### src/rtl/uart_fc_pkg.sv
package uart_fc_pkg;
  typedef enum logic {
    POL_ACT_LOW  = 1'b0,
    POL_ACT_HIGH = 1'b1
  } pol_e;

  localparam int SYNC_STAGES = 2;
endpackage

### src/rtl/fc_cts_sync.sv
module fc_cts_sync #(
  parameter int STAGES = uart_fc_pkg::SYNC_STAGES
) (
  input  logic clk,
  input  logic rst_n,
  input  logic pin_in,
  output logic level,
  output logic change
);
  logic [STAGES-1:0] chain;
  logic              prev_q;

  generate
    for (genvar i = 0; i < STAGES; i++) begin : g_stage
      if (i == 0) begin : g_first
        always_ff @(posedge clk or negedge rst_n)
          if (!rst_n) chain[0] <= 1'b0;
          else        chain[0] <= pin_in;
      end else begin : g_next
        always_ff @(posedge clk or negedge rst_n)
          if (!rst_n) chain[i] <= 1'b0;
          else        chain[i] <= chain[i-1];
      end
    end
  endgenerate

  always_ff @(posedge clk or negedge rst_n)
    if (!rst_n) prev_q <= 1'b0;
    else        prev_q <= chain[STAGES-1];

  assign level  = chain[STAGES-1];
  assign change = chain[STAGES-1] ^ prev_q;
endmodule

### src/rtl/fc_detect_flag.sv
module fc_detect_flag (
  input  logic clk,
  input  logic rst_n,
  input  logic set_i,
  input  logic clr_i,
  output logic flag_o
);
  logic flag_q;

  always_ff @(posedge clk or negedge rst_n)
    if (!rst_n)     flag_q <= 1'b0;
    else if (set_i) flag_q <= 1'b1;
    else if (clr_i) flag_q <= 1'b0;

  assign flag_o = flag_q;

  assert_set_wins_R10: assert property (@(posedge clk) disable iff (!rst_n)
    set_i |=> flag_o);
  assert_sticky_R9: assert property (@(posedge clk) disable iff (!rst_n)
    (flag_o && !clr_i) |=> flag_o);
  assert_clear_R10: assert property (@(posedge clk) disable iff (!rst_n)
    (clr_i && !set_i) |=> !flag_o);
endmodule

### src/rtl/fc_rts_gen.sv
module fc_rts_gen #(
  parameter int CNT_W  = 5,
  parameter int TRIG_W = 4
) (
  input  logic              clk,
  input  logic              rst_n,
  input  logic              auto_en,
  input  logic              invert,
  input  logic              sw_req,
  input  logic [TRIG_W-1:0] trig,
  input  logic [CNT_W-1:0]  count,
  output logic              pin_o
);
  localparam int CMP_W = (CNT_W > TRIG_W) ? CNT_W : TRIG_W;

  logic [CMP_W-1:0] eff_lvl, cnt_ext;
  logic             req, pin_q, past_ok;

  always_comb begin
    eff_lvl = CMP_W'(trig);
    if (trig == '0) eff_lvl = CMP_W'(1);
    cnt_ext = CMP_W'(count);
    req     = auto_en ? (cnt_ext < eff_lvl) : sw_req;
  end

  always_ff @(posedge clk or negedge rst_n)
    if (!rst_n) begin
      pin_q   <= 1'b0;
      past_ok <= 1'b0;
    end else begin
      pin_q   <= req ^ invert;
      past_ok <= 1'b1;
    end

  assign pin_o = pin_q;

  assert_full_drops_R1: assert property (@(posedge clk) disable iff (!rst_n)
    (auto_en && !invert && count >= CNT_W'(trig) && count != '0) |=> !pin_o);
  assert_manual_R3: assert property (@(posedge clk) disable iff (!rst_n)
    (past_ok && !$past(auto_en)) |-> (pin_o == ($past(sw_req) ^ $past(invert))));
endmodule

### src/rtl/fc_tx_gate.sv
module fc_tx_gate (
  input  logic clk,
  input  logic rst_n,
  input  logic auto_en,
  input  logic cts_ok,
  input  logic tx_busy,
  input  logic in_valid,
  output logic in_ready,
  output logic out_valid,
  input  logic out_ready
);
  logic allow;

  always_comb begin
    allow     = (!auto_en || cts_ok) && !tx_busy;
    out_valid = in_valid && allow;
    in_ready  = out_valid && out_ready;
  end

  assert_no_start_busy_R7: assert property (@(posedge clk) disable iff (!rst_n)
    tx_busy |-> (!out_valid && !in_ready));
  assert_pop_needs_accept_R8: assert property (@(posedge clk) disable iff (!rst_n)
    in_ready |-> (out_ready && in_valid));
  assert_cts_block_R6: assert property (@(posedge clk) disable iff (!rst_n)
    (auto_en && !cts_ok) |-> !out_valid);
endmodule

### src/rtl/uart_flow_ctrl.sv
module uart_flow_ctrl #(
  parameter int CNT_W  = 5,
  parameter int TRIG_W = 4
) (
  input  logic              clk,
  input  logic              rst_n,
  input  logic              auto_rts_en,
  input  logic              auto_cts_en,
  input  logic              rts_invert,
  input  logic              cts_act_high,
  input  logic              sw_rts,
  input  logic [TRIG_W-1:0] rts_trig,
  input  logic              flag_clr,
  input  logic [CNT_W-1:0]  rx_count,
  input  logic              tx_fifo_valid,
  output logic              tx_fifo_ready,
  output logic              shift_valid,
  input  logic              shift_ready,
  input  logic              tx_busy,
  input  logic              cts_pin,
  output logic              rts_pin,
  output logic              cts_chg_flag,
  output logic              modem_irq,
  output logic              cts_level,
  output logic              rts_level
);
  import uart_fc_pkg::*;

  logic cts_sync, cts_change, cts_ok;
  pol_e cts_pol;

  fc_cts_sync #(.STAGES(SYNC_STAGES)) u_sync (
    .clk(clk), .rst_n(rst_n), .pin_in(cts_pin),
    .level(cts_sync), .change(cts_change)
  );

  fc_detect_flag u_flag (
    .clk(clk), .rst_n(rst_n), .set_i(cts_change), .clr_i(flag_clr),
    .flag_o(cts_chg_flag)
  );

  always_comb begin
    cts_pol = pol_e'(cts_act_high);
    cts_ok  = (cts_pol == POL_ACT_HIGH) ? cts_sync : !cts_sync;
  end

  fc_tx_gate u_gate (
    .clk(clk), .rst_n(rst_n), .auto_en(auto_cts_en), .cts_ok(cts_ok),
    .tx_busy(tx_busy), .in_valid(tx_fifo_valid), .in_ready(tx_fifo_ready),
    .out_valid(shift_valid), .out_ready(shift_ready)
  );

  fc_rts_gen #(.CNT_W(CNT_W), .TRIG_W(TRIG_W)) u_rts (
    .clk(clk), .rst_n(rst_n), .auto_en(auto_rts_en), .invert(rts_invert),
    .sw_req(sw_rts), .trig(rts_trig), .count(rx_count), .pin_o(rts_pin)
  );

  assign modem_irq = cts_chg_flag;
  assign cts_level = cts_sync;
  assign rts_level = rts_pin;

  assert_irq_tracks_flag_R9: assert property (@(posedge clk) disable iff (!rst_n)
    $rose(cts_chg_flag) |-> modem_irq);
endmodule

### config.mk
export PLATFORM = sky130hd
export DESIGN_NAME = uart_flow_ctrl
export DESIGN_NICKNAME = d
export VERILOG_FILES = /design/src/rtl/uart_fc_pkg.sv /design/src/rtl/fc_cts_sync.sv /design/src/rtl/fc_detect_flag.sv /design/src/rtl/fc_rts_gen.sv /design/src/rtl/fc_tx_gate.sv /design/src/rtl/uart_flow_ctrl.sv
export SDC_FILE = /design/constraint.sdc
export NUM_CORES = 1
export LEC_CHECK = 0
export CELL_PAD_IN_SITES_DETAIL_PLACEMENT = 1
export CELL_PAD_IN_SITES_GLOBAL_PLACEMENT = 1
export CORE_MARGIN = 2
export CORE_UTILIZATION = 21
export CTS_CLUSTER_DIAMETER = 40
export DETAILED_ROUTE_END_ITERATION = 7
export PLACE_DENSITY_LB_ADDON = 0.3
export SYNTH_ARGS = -nofsm -noshare
export SYNTH_HDL_FRONTEND = slang
export SYNTH_SLANG_ARGS = --single-unit
### constraint.sdc
create_clock -name clk -period 2.45 [get_ports clk]
set_input_delay 0.3675 -clock clk [delete_from_list [all_inputs] [get_ports clk]]
set_output_delay 0.3675 -clock clk [all_outputs]
set_load 0.01 [all_outputs]
# Word level (Yosys, flattened, before mapping)
# Index checks and enable logic that the tools add are counted.
# classes
magnitude_cmp	1
bitwise_logic	2
reduce_logical	9
muxes	5
# op_table
cell	count
$lt 5x4->1	1
$logic_not 4->1	1
$mux 1	4
$mux 4	1
$logic_and 1x1->1	3
$logic_not 1->1	3
$reduce_bool 2->1	1
$xor 1x1->1	2
$logic_or 1x1->1	1
# word_totals
wordCells	22
ff_bits	5
input_bits	21
out_inout_bits	7

# Logic depth before layout (Yosys ltp)
# Gate-level depths: netlist of the first run.
# depth
ltp_word	6
mapped_depth	6
depth_no_buf	6

# Hierarchy
# From an unflattened synthesis of the first run, not the netlist that was laid out.
# hier_totals
cells_unflattened	30
area_unflattened_um2	332.8
# modules_own_cells
mod	area_per_inst_um2	seq_area_each_um2	cells_each	n_inst
fc_rts_gen	151.4	25.0	17	1
fc_cts_sync	83.8	75.1	4	1
fc_tx_gate	37.5	0.0	3	1
fc_detect_flag	36.3	25.0	3	1
uart_flow_ctrl	23.8	0.0	3	1

# Worst setup path before layout of the first run
# OpenSTA, ideal clock, no wires.
# synth_timing
path_kind	flip-flop to output port
from	register u_sync.chain[1], in the netlist u_sync.level
to	output port tx_fifo_ready
path_stages_with_launch	4
required_ps	2082
arrival_ps	1064
path_slack_ps	1018
n_path_buf	0
cell_sequence	dfrtp_1 -> xor2_1 -> a21oi_1 -> and2_1
# synth_between
elab_chain_len	6
# synth_lines
item	line_no	source
start, declared	fc_cts_sync.sv:10	logic [STAGES-1:0] chain;
start signal, assigned by index	fc_cts_sync.sv:22	else chain[i] <= chain[i-1];
$logic_not 1->1	uart_flow_ctrl.sv:44	cts_ok = (cts_pol == POL_ACT_HIGH) ? cts_sync : !cts_sync;
$mux 1 *	uart_flow_ctrl.sv:44	
$logic_or 1x1->1 *	fc_tx_gate.sv:15	allow = (!auto_en || cts_ok) && !tx_busy;
$logic_and 1x1->1 *	fc_tx_gate.sv:15	
$logic_and 1x1->1 *	fc_tx_gate.sv:16	out_valid = in_valid && allow;
named net shift_valid	uart_flow_ctrl.sv:17	output logic shift_valid,
$logic_and 1x1->1 *	fc_tx_gate.sv:17	in_ready = out_valid && out_ready;
end, declared	uart_flow_ctrl.sv:16	output logic tx_fifo_ready,
# The timed path passes the listed nets; every way through them passes the cells marked *.

# Worst setup path in the final report of the first run
# layout_timing
from	input port cts_act_high
to	output port tx_fifo_ready
# layout_between
elab_chain_len	5
# layout_lines
item	line_no	source
start, declared	uart_flow_ctrl.sv:10	input logic cts_act_high,
$mux 1	uart_flow_ctrl.sv:44	
$logic_or 1x1->1	fc_tx_gate.sv:15	
$logic_and 1x1->1	fc_tx_gate.sv:15	
$logic_and 1x1->1	fc_tx_gate.sv:16	
$logic_and 1x1->1	fc_tx_gate.sv:17	
# Every way passes these cells.

==> impl_metrics.py, run 1 <==
metrics = {
    "cts": {
        "worstSkewPairLatency_ps": 230,
        "cts_buffers": 3,
        "post_cts_buffers": 0,
        "clockBufferDepth": 2,
        "clk_pin_slew_ps": 40,
        "cts_tree": "done",
        "clock-sinks": 5,
        "cts-root-buf": "clkbuf_4",
        "cts_max_level": 1,
        "cts_resized": 0,
        "hold_buffers": 0,
    },
    "floorplan": {
        "ioPinCount": 28,
        "die_w_um": 42.4,
        "design.core.area_um2": 1330,
        "num_rows": 13,
        "die_y_um": 42.4,
        "die_area_um2": 1800,
        "start_util_pct": 23.3,
    },
    "critical_path": {
        "cp-startpoint": "cts_act_high",
        "end_kind": "output port",
        "rrSetupSlack_ps": 1630,
        "worstSetupPathType": "input port to output port",
        "path_max_fanout": 2,
        "r2r_cells": 2,
        "crit_end": "tx_fifo_ready",
        "rr_endpoint": "u_flag.flag_o",
        "worstPathRequired_ps": 2080,
        "worstSetupStartpointType": "input port",
        "rr_startpoint": "u_sync.level",
        "worstPathArrival_ps": 1790,
    },
    "flow_run": {
        "max_cap_violations": 0,
    },
    "timing": {
        "final.setup.tns_ps": 0,
        "setup_viol": 0,
        "period_minus_slack_ps": 2160,
        "whs_ps": 351,
        "fmax_mhz": 463,
        "slew_headroom_pct": 83.6,
        "worst_slew_pin_slew_ps": 244,
        "fin_ws_ps": 292,
        "worst_clock_skew_ps": 0.452,
        "fin_crit_sh_pct": 88.1,
        "hold_viol_final": 0,
        "drv_slew": 0,
        "rsz0062_at_grt": "no",
    },
    "global_routing": {
        "grtUsageTotal_pct": 10.6,
        "grt_pass1_wl_mm": 1.38,
        "grt_start_max_net_pins": 6,
        "antenna_found_initial": 0,
        "grt_overflow": 0,
        "grt_pass1_vias": 378,
    },
    "cells_and_area": {
        "drive_gt1_share_pct": 8.47,
        "nets": 84,
        "antenna_cells": 0,
        "stdcell_count": 74,
        "fin_area_um2": 611,
        "areaGrowthSynthToFinish_pct": 96.8,
    },
    "logic_synthesis": {
        "syn-num-nets": 54,
        "avgSynthCellArea_um2": 10.3,
        "ys_seq_area_share_pct": 40.3,
        "ys_types": 17,
        "synthTopCellsByArea": "dfrtp_1 40%, ha_1 12%, inv_1 6.0%, xnor2_1 5.6%, a41oi_2 5.2%",
        "yosysWarnings": 0,
        "ys.flop_type": "dfrtp_1",
        "synth-seq-cells": 5,
        "synth_top_area_share_pct": 40.3,
        "synth_edf_count": 0,
        "syn-instance-count": 30,
        "yosysTopAreaCell": "dfrtp_1",
        "syn_area_um2": 310,
        "synthTopCellsByCount": "5 x dfrtp_1, 5 x inv_1, 3 x ha_1",
        "async_flop_share_pct": 100,
    },
    "power_and_ir_drop": {
        "peakVddDrop_uv": 168,
        "p_per_area_nw_per_um2": 433,
        "p_leak_uw": 0.000263,
    },
    "status": {
        "outcome": "finished, final reports clean",
    },
    "placed_design": {
        "place_area_um2": 584,
        "pre_cts_ws_ps": 282,
        "dpl.cell_count": 70,
        "gp_congestion": 0.622,
        "io_buffers": 27,
    },
    "routing": {
        "vias_per_cell": 4.49,
        "first_pass_iters": 2,
        "vias": 332,
        "route.detailed.drc": 0,
        "wirelength_um": 749,
        "drtIter0Drc": 1,
        "ant_nets": 0,
        "wl_per_cell_um": 10.1,
    },
    "worst_hold_path": {
        "hp-class": "input port to asynchronous set/reset pin",
    },
}
-- per-stage QoR --
stage	total power, µW	util, %
finish	264	45.8
global route	289	45.8
CTS	271	45.8
detailed placement	179	43.8
global placement	177	43.8
floorplan	124	-
-- power breakdown --
| group | leakage (µW) | internal [µW] | switching (µW) |
|---|---|---|---|
| logic | 0.000191 | 56.5 | 25.4 |
| clock network | 0.0000150 | 61.2 | 27.3 |
| registers | 0.0000574 | 89.7 | 4.35 |
-- sequential cells by signal, indices dropped and copies added, names as in the netlist --
| name | cells |
|---|---|
| u_sync.level | 1 |
| u_sync.prev_q | 1 |
| u_rts.pin_o | 1 |
| u_sync.chain | 1 |
| u_flag.flag_o | 1 |
-- cells by family after synthesis --
family          synth area share, %
buf+inv                        10.9
flops                          40.3
fa+ha+maj                      12.1
compound gates                 12.9
simple gates                   15.3
xor+xnor                       8.47
-- per-layer routing --
metal	vias up	GRT usage (%)	routed length (µm)
met4	0	9.38	0
met2	26	18.5	387
met5	-	0	0
li1	157	-	-
met3	0	4.31	108
met1	149	9.14	253
-- cell usage in the layout, fill, tap and decap left out --
master and count:
clkdlybuf4s50_1 27, inv_1 5, dfrtp_1 5, ha_1 3, clkbuf_4 3, o21ai_0 2, xnor2_1 2, xor2_1 1
nand2b_1 1, a21oi_1 1, and2_1 1, nor2_1 1, nor4_1 1, nand4b_1 1, a211o_1 1, and3b_2 1
nor2b_1 1, a41oi_2 1, clkbuf_1 1
-- worst min-delay path by stage --
stage                     slack, ps  cells past startpoint            start            end
after detailed placement        350                      0  u_sync.chain[0]   u_sync.level
final                           350                      1            rst_n   u_sync.level
after CTS                       350                      1            rst_n   u_sync.level
after global routing            350                      1            rst_n  u_sync.prev_q
after global placement          340                      0  u_sync.chain[0]   u_sync.level
after floorplan                  70                      0            rst_n  u_flag.flag_o
-- worst max-delay path, stage by stage --
cell	delay, ps
clkdlybuf4s50_1	420
xor2_1	160
a21oi_1	180
and2_1	140
clkdlybuf4s50_1	530
-- area by class of cell --
class / instances / area, µm²
multi-input cells: 18 / 151
inverters: 5 / 18.8
repair buffers: 27 / 270
fillers: 161 / 723
flip-flops and latches: 5 / 125
well taps: 15 / 18.8
clock buffers: 4 / 26.3
(Power assumes the default switching activity.)
==> inputs of run 2 (changes only) <==
clock period = 2.8 ns   (was 2.45 ns; I/O delays follow)
==> impl_metrics.py, run 2 (synthesized netlist as in run 1, its figures left out) <==
metrics = {
    "routing": {
        "vias_per_cell": 4.49,
        "first_pass_iters": 2,
        "vias": 332,
        "wirelength_um": 750,
        "drtIter0Drc": 1,
        "ant_nets": 0,
        "route.detailed.drc": 0,
        "wl_per_cell_um": 10.1,
    },
    "cts": {
        "hold_buffers": 0,
        "cts_max_level": 1,
        "clock-sinks": 5,
        "clk_pin_slew_ps": 40,
        "cts-root-buf": "clkbuf_4",
        "clockBufferDepth": 2,
        "cts_tree": "done",
        "post_cts_buffers": 0,
        "worstSkewPairLatency_ps": 230,
        "cts_buffers": 3,
        "cts_resized": 0,
    },
    "placed_design": {
        "io_buffers": 27,
        "dpl.cell_count": 70,
        "gp_congestion": 0.622,
        "place_area_um2": 584,
        "pre_cts_ws_ps": 527,
    },
    "cells_and_area": {
        "num-fill-cells": 161,
        "drive_gt1_share_pct": 8.47,
        "stdcell_count": 74,
        "nets": 84,
        "areaGrowthSynthToFinish_pct": 96.8,
        "fin_area_um2": 611,
        "antenna_cells": 0,
        "layout_common_cells": "27 x clkdlybuf4s50_1, 5 x inv_1, 5 x dfrtp_1",
        "final_common_cell": "clkdlybuf4s50_1",
    },
    "status": {
        "outcome": "finished, final reports clean",
    },
    "critical_path": {
        "crit_top_cell": "clkdlybuf4s50_1",
        "crit_family": "buffers and inverters",
        "end_kind": "output port",
        "rrSetupSlack_ps": 1980,
        "max_stage_delay_ps": 530,
        "r2r_cells": 2,
        "worstPathArrival_ps": 1840,
        "crit_buf_inv": 2,
        "path_max_fanout": 2,
        "rr_startpoint": "u_sync.level",
        "worstSetupPathType": "input port to output port",
        "crit_path_top_delay_cell": "clkdlybuf4s50_1",
        "worstPathRequired_ps": 2380,
        "crit_chain": "clkdlybuf4s50_1, xor2_1, a21oi_1, and2_1, clkdlybuf4s50_1",
        "rr_endpoint": "u_flag.flag_o",
        "worstSetupStartpointType": "input port",
    },
    "worst_hold_path": {
        "min_to": "u_sync.level",
        "whs_path_depth": 0,
        "hp-class": "register to register",
        "worstHoldStart": "u_sync.chain[0]",
    },
    "power_and_ir_drop": {
        "peakVddDrop_uv": 147,
        "p_per_area_nw_per_um2": 379,
        "p_leak_uw": 0.000263,
    },
    "timing": {
        "fmax_mhz": 442,
        "fin_ws_ps": 537,
        "worst_clock_skew_ps": 0.452,
        "slew_headroom_pct": 83.6,
        "rsz0062_at_grt": "no",
        "worst_slew_pin_slew_ps": 244,
        "hold_viol_final": 0,
        "drv_slew": 0,
        "fin_crit_sh_pct": 80.8,
        "setup_viol": 0,
        "final.setup.tns_ps": 0,
        "period_minus_slack_ps": 2260,
        "whs_ps": 351,
    },
    "floorplan": {
        "num_rows": 13,
        "die_w_um": 42.4,
        "design.core.area_um2": 1330,
        "ioPinCount": 28,
        "start_util_pct": 23.3,
        "die_y_um": 42.4,
        "die_area_um2": 1800,
    },
    "global_routing": {
        "antenna_found_initial": 0,
        "grt_overflow": 0,
        "grt_pass1_vias": 378,
        "grtUsageTotal_pct": 10.6,
        "grt_start_max_net_pins": 6,
        "grt_pass1_wl_mm": 1.38,
    },
    "flow_run": {
        "max_cap_violations": 0,
    },
}
run 2: how the worst max path moves through the flow:
stage	slack [ps]	depth (start not counted)	endpoint	start
5_1_grt	450	5	tx_fifo_ready	cts_act_high
3_5_place_dp	530	5	tx_fifo_ready	cts_act_high
6_report	540	5	tx_fifo_ready	cts_act_high
4_1_cts	520	5	tx_fifo_ready	cts_act_high
2_1_floorplan	1320	3	tx_fifo_ready	u_sync.level
3_3_place_gp	560	5	tx_fifo_ready	cts_act_high
run 2: worst register-to-register path, stage by stage, from the launching register on:
cell	delay, ps
dfrtp_1	430
xnor2_1	170
o21ai_0	100
run 2: final cells by class:
class / count / area (µm²) / area share, %
timing repair buffer: 27 / 270 / 44.3
multi-input combinational: 18 / 151 / 24.8
sequential: 5 / 125 / 20.5
clock buffer: 4 / 26.3 / 4.30
inverter: 5 / 18.8 / 3.07
tap: 15 / 18.8 / 3.07
run 2: stage by stage:
stage / util (%) / power, µW
final: 45.8 / 231
after floorplan: - / 108
after CTS: 45.8 / 238
after global routing: 45.8 / 253
after global placement: 43.8 / 155
after detailed placement: 43.8 / 156
run 2: report_power, final:
part           internal [µW]  leakage (µW)  total [µW]  switching [µW]
registers               78.5     0.0000574        82.3            3.80
clock network           53.5     0.0000150        77.4            23.9
logic                   49.5      0.000191        71.7            22.2
run 2: routing by layer:
metal	routed length [µm]	global-route usage, %	vias up	share of wire (%)
met5	0	0	-	0
met2	387	18.5	26	52
met4	0	9.38	0	0
met3	108	4.31	0	14
met1	254	9.14	149	34
li1	-	-	157	-
